===== src/rtl/cbt_pkg.sv =====
package cbt_pkg;

  // Segment of the bit currently being timed.
  typedef enum logic [1:0] {
    SEG_SYNC = 2'd0,
    SEG_PH1  = 2'd1,
    SEG_PH2  = 2'd2
  } seg_e;

  function automatic logic maj3(input logic a, input logic b, input logic c);
    return (a & b) | (a & c) | (b & c);
  endfunction

endpackage


===== src/rtl/cbt_prescaler.sv =====
module cbt_prescaler #(
  parameter int BRP_W = 6
) (
  input  logic             clk,
  input  logic             rst_n,
  input  logic [BRP_W-1:0] brp_i,
  output logic             tq_o
);

  logic [BRP_W-1:0] pc_q, pc_d, lim;
  logic             tick_q, tick_d;

  always_comb begin
    lim    = (brp_i == '0) ? '0 : brp_i - 1'b1;
    tick_d = (pc_q >= lim);
    pc_d   = tick_d ? '0 : pc_q + 1'b1;
  end

  always_ff @(posedge clk or negedge rst_n) begin
    if (!rst_n) begin
      pc_q   <= '0;
      tick_q <= 1'b0;
    end else begin
      pc_q   <= pc_d;
      tick_q <= tick_d;
    end
  end

  assign tq_o = tick_q;

endmodule


===== src/rtl/cbt_rx_front.sv =====
module cbt_rx_front
  import cbt_pkg::*;
#(
  parameter int STAGES = 2
) (
  input  logic clk,
  input  logic rst_n,
  input  logic rx_i,
  input  logic tq_i,
  input  logic triple_i,
  output logic rise_o,
  output logic fall_o,
  output logic smp_val_o
);

  logic [STAGES-1:0] sync_q;
  logic              rx_s;
  logic              last_q, prev_q;

  generate
    if (STAGES == 1) begin : g_single
      always_ff @(posedge clk or negedge rst_n) begin
        if (!rst_n) sync_q <= '1;
        else        sync_q <= rx_i;
      end
    end else begin : g_chain
      always_ff @(posedge clk or negedge rst_n) begin
        if (!rst_n) sync_q <= '1;
        else        sync_q <= {sync_q[STAGES-2:0], rx_i};
      end
    end
  endgenerate

  assign rx_s = sync_q[STAGES-1];

  // Line value kept at the two previous quanta.
  always_ff @(posedge clk or negedge rst_n) begin
    if (!rst_n) begin
      last_q <= 1'b1;
      prev_q <= 1'b1;
    end else if (tq_i) begin
      last_q <= rx_s;
      prev_q <= last_q;
    end
  end

  assign rise_o    = tq_i &  rx_s & ~last_q;
  assign fall_o    = tq_i & ~rx_s &  last_q;
  assign smp_val_o = triple_i ? maj3(prev_q, last_q, rx_s) : rx_s;

endmodule


===== src/rtl/cbt_bit_fsm.sv =====
module cbt_bit_fsm
  import cbt_pkg::*;
#(
  parameter int T1_W  = 5,
  parameter int T2_W  = 4,
  parameter int SJW_W = 3
) (
  input  logic             clk,
  input  logic             rst_n,
  input  logic             tq_i,
  input  logic             rise_i,
  input  logic             fall_i,
  input  logic             smp_val_i,
  input  logic             bus_idle_i,
  input  logic             tx_dom_i,
  input  logic             both_edges_i,
  input  logic [T1_W-1:0]  tseg1_i,
  input  logic [T2_W-1:0]  tseg2_i,
  input  logic [SJW_W-1:0] sjw_i,
  output logic             sample_o,
  output logic             txpt_o,
  output logic             bit_o
);

  localparam int CNT_W = ((T1_W > T2_W) ? T1_W : T2_W) + 1;

  seg_e             seg_q, seg_d;
  logic [CNT_W-1:0] cnt_q, cnt_d;
  logic [CNT_W-1:0] ext_q, ext_d;
  logic [CNT_W-1:0] shr_q, shr_d;
  logic             used_q, used_d;
  logic             smp_q, smp_d;
  logic             txp_q, txp_d;
  logic             bit_q, bit_d;

  logic [CNT_W-1:0] t1w, t2w, sjw_eff, cnt_inc;
  logic [CNT_W-1:0] ext_n, shr_n, len1, len2, left;
  logic             edge_sel, hard_sync, resync;

  always_comb begin
    t1w     = CNT_W'(tseg1_i);
    t2w     = CNT_W'(tseg2_i);
    sjw_eff = CNT_W'(sjw_i);
    if (t1w < sjw_eff) sjw_eff = t1w;
    if (t2w < sjw_eff) sjw_eff = t2w;

    edge_sel  = fall_i | (both_edges_i & rise_i);
    hard_sync = bus_idle_i & fall_i;
    resync    = ~bus_idle_i & edge_sel & ~used_q & ~tx_dom_i;
    cnt_inc   = cnt_q + 1'b1;

    // Late edge: phase error is the quantum index inside TSEG1.
    ext_n = ext_q;
    if (resync && seg_q == SEG_PH1)
      ext_n = (cnt_inc < sjw_eff) ? cnt_inc : sjw_eff;
    len1 = t1w + ext_n;

    // Early edge: phase error is the TSEG2 quanta still to run.
    left  = (t2w > cnt_q) ? t2w - cnt_q : CNT_W'(1);
    shr_n = (resync && seg_q == SEG_PH2) ? sjw_eff : shr_q;
    len2  = (t2w > shr_n) ? t2w - shr_n : CNT_W'(1);

    seg_d  = seg_q;
    cnt_d  = cnt_q;
    ext_d  = ext_q;
    shr_d  = shr_q;
    used_d = used_q;
    smp_d  = 1'b0;
    txp_d  = 1'b0;
    bit_d  = bit_q;

    if (hard_sync) begin
      seg_d  = SEG_PH1;
      cnt_d  = '0;
      ext_d  = '0;
      shr_d  = '0;
      used_d = 1'b0;
    end else if (tq_i) begin
      case (seg_q)
        SEG_SYNC: begin
          seg_d = SEG_PH1;
          cnt_d = '0;
          if (resync) used_d = 1'b1;
        end
        SEG_PH1: begin
          if (resync) used_d = 1'b1;
          if (cnt_inc >= len1) begin
            seg_d = SEG_PH2;
            cnt_d = '0;
            ext_d = '0;
            smp_d = 1'b1;
            bit_d = smp_val_i;
          end else begin
            cnt_d = cnt_inc;
            ext_d = ext_n;
          end
        end
        SEG_PH2: begin
          if (resync && left <= sjw_eff) begin
            seg_d  = SEG_PH1;
            cnt_d  = '0;
            shr_d  = '0;
            used_d = 1'b0;
            txp_d  = 1'b1;
          end else if (cnt_inc >= len2) begin
            seg_d  = SEG_SYNC;
            cnt_d  = '0;
            shr_d  = '0;
            used_d = 1'b0;
            txp_d  = 1'b1;
          end else begin
            cnt_d  = cnt_inc;
            shr_d  = shr_n;
            used_d = used_q | resync;
          end
        end
        default: begin
          seg_d = SEG_SYNC;
          cnt_d = '0;
        end
      endcase
    end
  end

  always_ff @(posedge clk or negedge rst_n) begin
    if (!rst_n) begin
      seg_q  <= SEG_SYNC;
      cnt_q  <= '0;
      ext_q  <= '0;
      shr_q  <= '0;
      used_q <= 1'b0;
      smp_q  <= 1'b0;
      txp_q  <= 1'b0;
      bit_q  <= 1'b1;
    end else begin
      seg_q  <= seg_d;
      cnt_q  <= cnt_d;
      ext_q  <= ext_d;
      shr_q  <= shr_d;
      used_q <= used_d;
      smp_q  <= smp_d;
      txp_q  <= txp_d;
      bit_q  <= bit_d;
    end
  end

  assign sample_o = smp_q;
  assign txpt_o   = txp_q;
  assign bit_o    = bit_q;

endmodule


===== src/rtl/can_bit_timer.sv =====
module can_bit_timer #(
  parameter int BRP_W    = 6,
  parameter int T1_W     = 5,
  parameter int T2_W     = 4,
  parameter int SJW_W    = 3,
  parameter int RX_SYNC  = 2
) (
  input  logic             clk,
  input  logic             rst_n,
  input  logic             rx_i,
  input  logic             bus_idle_i,
  input  logic             tx_dom_i,
  input  logic             both_edges_i,
  input  logic             triple_i,
  input  logic [BRP_W-1:0] brp_i,
  input  logic [T1_W-1:0]  tseg1_i,
  input  logic [T2_W-1:0]  tseg2_i,
  input  logic [SJW_W-1:0] sjw_i,
  output logic             tq_o,
  output logic             sample_o,
  output logic             txpt_o,
  output logic             bit_o
);

  logic [1:0] rsync_q;
  logic       rst_core_n;
  logic       tq;
  logic       rise, fall, smp_val;

  // Asynchronous assertion, synchronous release.
  always_ff @(posedge clk or negedge rst_n) begin
    if (!rst_n) rsync_q <= 2'b00;
    else        rsync_q <= {rsync_q[0], 1'b1};
  end
  assign rst_core_n = rsync_q[1];

  cbt_prescaler #(.BRP_W(BRP_W)) u_pre (
    .clk   (clk),
    .rst_n (rst_core_n),
    .brp_i (brp_i),
    .tq_o  (tq)
  );

  cbt_rx_front #(.STAGES(RX_SYNC)) u_front (
    .clk       (clk),
    .rst_n     (rst_core_n),
    .rx_i      (rx_i),
    .tq_i      (tq),
    .triple_i  (triple_i),
    .rise_o    (rise),
    .fall_o    (fall),
    .smp_val_o (smp_val)
  );

  cbt_bit_fsm #(.T1_W(T1_W), .T2_W(T2_W), .SJW_W(SJW_W)) u_fsm (
    .clk          (clk),
    .rst_n        (rst_core_n),
    .tq_i         (tq),
    .rise_i       (rise),
    .fall_i       (fall),
    .smp_val_i    (smp_val),
    .bus_idle_i   (bus_idle_i),
    .tx_dom_i     (tx_dom_i),
    .both_edges_i (both_edges_i),
    .tseg1_i      (tseg1_i),
    .tseg2_i      (tseg2_i),
    .sjw_i        (sjw_i),
    .sample_o     (sample_o),
    .txpt_o       (txpt_o),
    .bit_o        (bit_o)
  );

  assign tq_o = tq;

endmodule


===== config.mk =====
export PLATFORM = sky130hd
export DESIGN_NAME = can_bit_timer
export DESIGN_NICKNAME = d
export VERILOG_FILES = /design/src/rtl/cbt_pkg.sv /design/src/rtl/cbt_prescaler.sv /design/src/rtl/cbt_rx_front.sv /design/src/rtl/cbt_bit_fsm.sv /design/src/rtl/can_bit_timer.sv
export SDC_FILE = /design/constraint.sdc
export NUM_CORES = 1
export LEC_CHECK = 0
export ABC_CLOCK_PERIOD_IN_PS = 1450
export BUFFER_PORTS_ARGS = -buffer_cell sky130_fd_sc_hd__buf_2
export CAP_MARGIN = 20
export CORE_MARGIN = 2
export CORE_UTILIZATION = 50
export CTS_BUF_LIST = sky130_fd_sc_hd__clkbuf_2 sky130_fd_sc_hd__clkbuf_4 sky130_fd_sc_hd__clkbuf_8
export DETAILED_ROUTE_END_ITERATION = 12
export PLACE_DENSITY = 0.78
export SETUP_SLACK_MARGIN = 0.02
export SYNTH_ARGS = -nofsm -noshare
export SYNTH_HDL_FRONTEND = slang
export SYNTH_SLANG_ARGS = --single-unit

===== constraint.sdc =====
create_clock -name clk -period 1.45 [get_ports clk]
set_input_delay 0.145 -clock clk [delete_from_list [all_inputs] [get_ports clk]]
set_output_delay 0.145 -clock clk [all_outputs]
set_load 0.02 [all_outputs]

==> summary.md <==
| Metric | Value |
|---|---|
| Number of I/O pins | 29 |
| Buffer depth of the longest clock path | 2 |
| Core area | about 6400 um^2 |
| Cell Area, Placed | about 4600 um^2 |
| Endpoints failing hold | 0 |
| Crit start category | input pin |
| Crit-path slowest cell | ha_1 |
| Util after Layout | 0.825 |
| Clock Sinks | 37 |
| Area of the die | 7360 um^2 |
| Post-synth EDFFs | 0 |
| Power per Cell Area | 1630 nW/um^2 |
| Area delta synth->final | 58.5% |
| Routed vias/inst | 5.57 |
| Iteration-0 DRC Markers | 169 |
| Routability cong. | 0.930 |
| GRT Util Overall | 0.280 |
| Failing checks | setup timing |
| Clock skew | 0.00656 ns |
| Fin crit share | 3.96 |
| Maximum vdd ir drop | 0.976 mV |
| MaxCap Viol Count | 0 |
| Post-route ant nets | 0 |
| Largest net degree at the start of global routing | 36 |
| CP arrival | 5.97 ns |
| Fin nets | 618 |
| Rows | 29 |
| # diodes | 0 |
| WP data required | 1.67 ns |
| Layout cells sized above 1 | 0.491 |
| Hold Slack | 0.154 ns |
| # DRC | 0 |
| IO Port Bufs | 28 |
| Die width | approximately 86 um |
| Area of the mapped netlist | 3340 um^2 |
| Fin crit period | 5.74 ns |
| Class of the worst hold path | input pin to async pin |
| Ys Warns | 0 |
| Final WL | 10500 um |
| # setup viols final | 31 |
| Share of flip-flops with an asynchronous set or reset | 1.00 |
| Initial core utilization | 0.521 |
| TritonCTS clock tree | done |
| Reg clk slew, reported paths | 0.08 ns |
| Run status | complete, but fails checks |
| Post-route cell area | approximately 5300 um^2 |
| RSZ-0062 raised after global routing | yes |
| Worst setup path class | input pin to register |
| CTS root buffer | clkbuf_8 |
| Worst Setup End Kind | register |
| Number of buffers created by CTS | 5 |
| H-tree depth | 2 |
| Via count | 3435 |
| Avg Cell Area, Syn | 8.99 um^2 |
| Grt ovf | 0 |
| Height of the die | 85.8 um |
| Max stage delay on crit path | 0.33 ns |
| Top_reg_cell synth | dfrtp_1 |
| Clock Latency Late Sink | 0.29 ns |
| Vias in the first global route | around 3.6k |
| Wire length per cell | between 15 and 20 um |
| Maximum clock frequency | 0.174 GHz |
| Worst Setup Slack, final | -4.29 ns |
| Drt pass-1 iters | 7 |
| Global-route wire length before repair | 16400 um |
| Mapped Cells | 372 |
| Initial antenna violation count | 0 |
| Final Slew Violations | 0 |
| Placement Setup Slack | -4.75 ns |
| Seq/Total Area, Yosys | 0.279 |
| Distinct cells, synth | 56 |
| #FFs+latches synth | 37 |
| CP Max Fanout | 5 |
| Dpl hpwl | 7250 um |
| Pleak | roughly 0.0026 uW |
cells in the mapped netlist (4+ instances only):
| cell type | n | area share |
|---|---|---|
| ha_1 | 51 | 0.19 |
| nor2_1 | 36 | 0.040 |
| inv_1 | 35 | 0.039 |
| dfrtp_1 | 32 | 0.24 |
| nand2_1 | 25 | 0.028 |
| a21oi_1 | 21 | 0.031 |
| a21o_1 | 13 | 0.029 |
| o21ai_0 | 11 | 0.016 |
| xnor2_1 | 11 | 0.029 |
| nand2b_1 | 9 | 0.017 |
| nor2b_1 | 9 | 0.017 |
| o21ai_1 | 9 | 0.013 |
| o21a_1 | 8 | 0.018 |
| nand3_1 | 7 | 0.010 |
| o22ai_1 | 7 | 0.013 |
| xor2_1 | 6 | 0.016 |
| and2_1 | 5 | 0.0094 |
| dfstp_2 | 5 | 0.039 |
| mux2i_1 | 5 | 0.015 |
| and3_1 | 4 | 0.0075 |
| nor3_1 | 4 | 0.0060 |
| o2111ai_1 | 4 | 0.010 |
| o2bb2ai_1 | 4 | 0.010 |
per-stage QoR:
stage | cells | setup TNS, ns | power, uW
4_1_cts | 611 | -94.08 | 8060
6_report | 617 | -97.37 | 8630
5_1_grt | 617 | -104.83 | 9230
2_1_floorplan | 376 | -90.69 | 4560
3_5_place_dp | 589 | -109.16 | 6620
3_3_place_gp | 589 | -102.67 | 6340
state kept, by name, summed over array words and instances (netlist names):
signal	count
u_fsm.cnt_q	6
u_fsm.ext_q	6
u_fsm.shr_q	6
u_pre.pc_q	6
rsync_q	2
u_front.sync_q	2
u_fsm.seg_q	2
u_front.last_q	1
u_front.prev_q	1
u_fsm.bit_o	1
u_fsm.sample_o	1
u_fsm.txpt_o	1
u_fsm.used_q	1
u_pre.tq_o	1
cell type report:
class	instances	area, um^2
multi-input cells	300	2800
repair buffers	160	1220
fillers	363	1120
flip-flops and latches	37	932
inverters	35	164
well taps	77	96.3
clock buffers	5	68.8
clock inverters	3	17.5
report_power, final:
| part | total, uW | switching [uW] | leakage, uW | internal, uW |
|---|---|---|---|---|
| clock | 717 | 386 | 0.0000439 | 332 |
| sequential | 1490 | 165 | 0.000472 | 1320 |
| combinational | 6430 | 3190 | 0.00204 | 3240 |
per-layer routing:
layer,wire length (um),vias to the layer above,GRT usage
met4,206,0,0.0895
met1,4250,1667,0.327
li1,-,1650,-
met2,5560,96,0.521
met5,0,-,0
met3,469,22,0.0452
placed cells by master (no fill, tap or decap), drive strengths merged, types with 3 or more instances in the layout:
master	n
buf	158
ha	51
nor2	36
inv	35
dfrtp	32
nand2	26
a21oi	22
o21ai	20
a21o	13
xnor2	11
nor2b	9
nand2b	9
o21a	8
nand3	7
o22ai	7
xor2	6
conb	6
mux2	6
clkbuf	5
dfstp	5
nor3	5
mux2i	5
and2	5
a211oi	5
and3	4
o2111ai	4
o2bb2ai	4
nand4	3
a31oi	3
or2	3
a21boi	3
fa	3
path summary, 6_finish.rpt:
path                                            startpoint                 endpoint  slack (ns)  cells past startpoint
worst max-delay path                              sjw_i[2]  u_fsm.bit_o$_DFFE_PN1P_       -4.29                     31
worst min register to register        rsync_q[1]$_DFF_PN0_     u_pre.tq_o$_DFF_PN0_        0.28                      1
max in group asynchronous             rsync_q[1]$_DFF_PN0_  u_fsm.bit_o$_DFFE_PN1P_        0.83                      1
worst min-delay path                                 rst_n     rsync_q[0]$_DFF_PN0_        0.15                      2
min in group clk                                  triple_i  u_fsm.bit_o$_DFFE_PN1P_        0.25                      4
worst max register to register  u_fsm.cnt_q[0]$_DFFE_PN0P_  u_fsm.bit_o$_DFFE_PN1P_       -3.40                     22
critical path, delay by kind of cell:
family | cells | cell delay (ns)
AO/OA/AOI/OAI | 13 | 2.39
buffers and inverters | 4 | 0.35
XOR/XNOR | 1 | 0.11
AND/OR/NAND/NOR | 5 | 0.64
adder cells (fa/ha/maj) | 5 | 1.43
multiplexers | 3 | 0.90
cell families after synthesis:
logic type / synth area share
flops: 0.279
buf+inv: 0.0442
fa+ha+maj: 0.209
other cells: 0.00225
compound gates: 0.220
simple gates: 0.162
mux: 0.0385
xor+xnor: 0.0445
repair_timing:
item | CTS | global route
pin swaps | 48 | 30
endpoints found under the setup margin | 31 | 31
gates resized for setup | 58 | 33
hold buffers | 2 | 0
hold endpoints to repair | 3 | 0
setup buffers | 12 | 9
(Power assumes the default switching activity.)
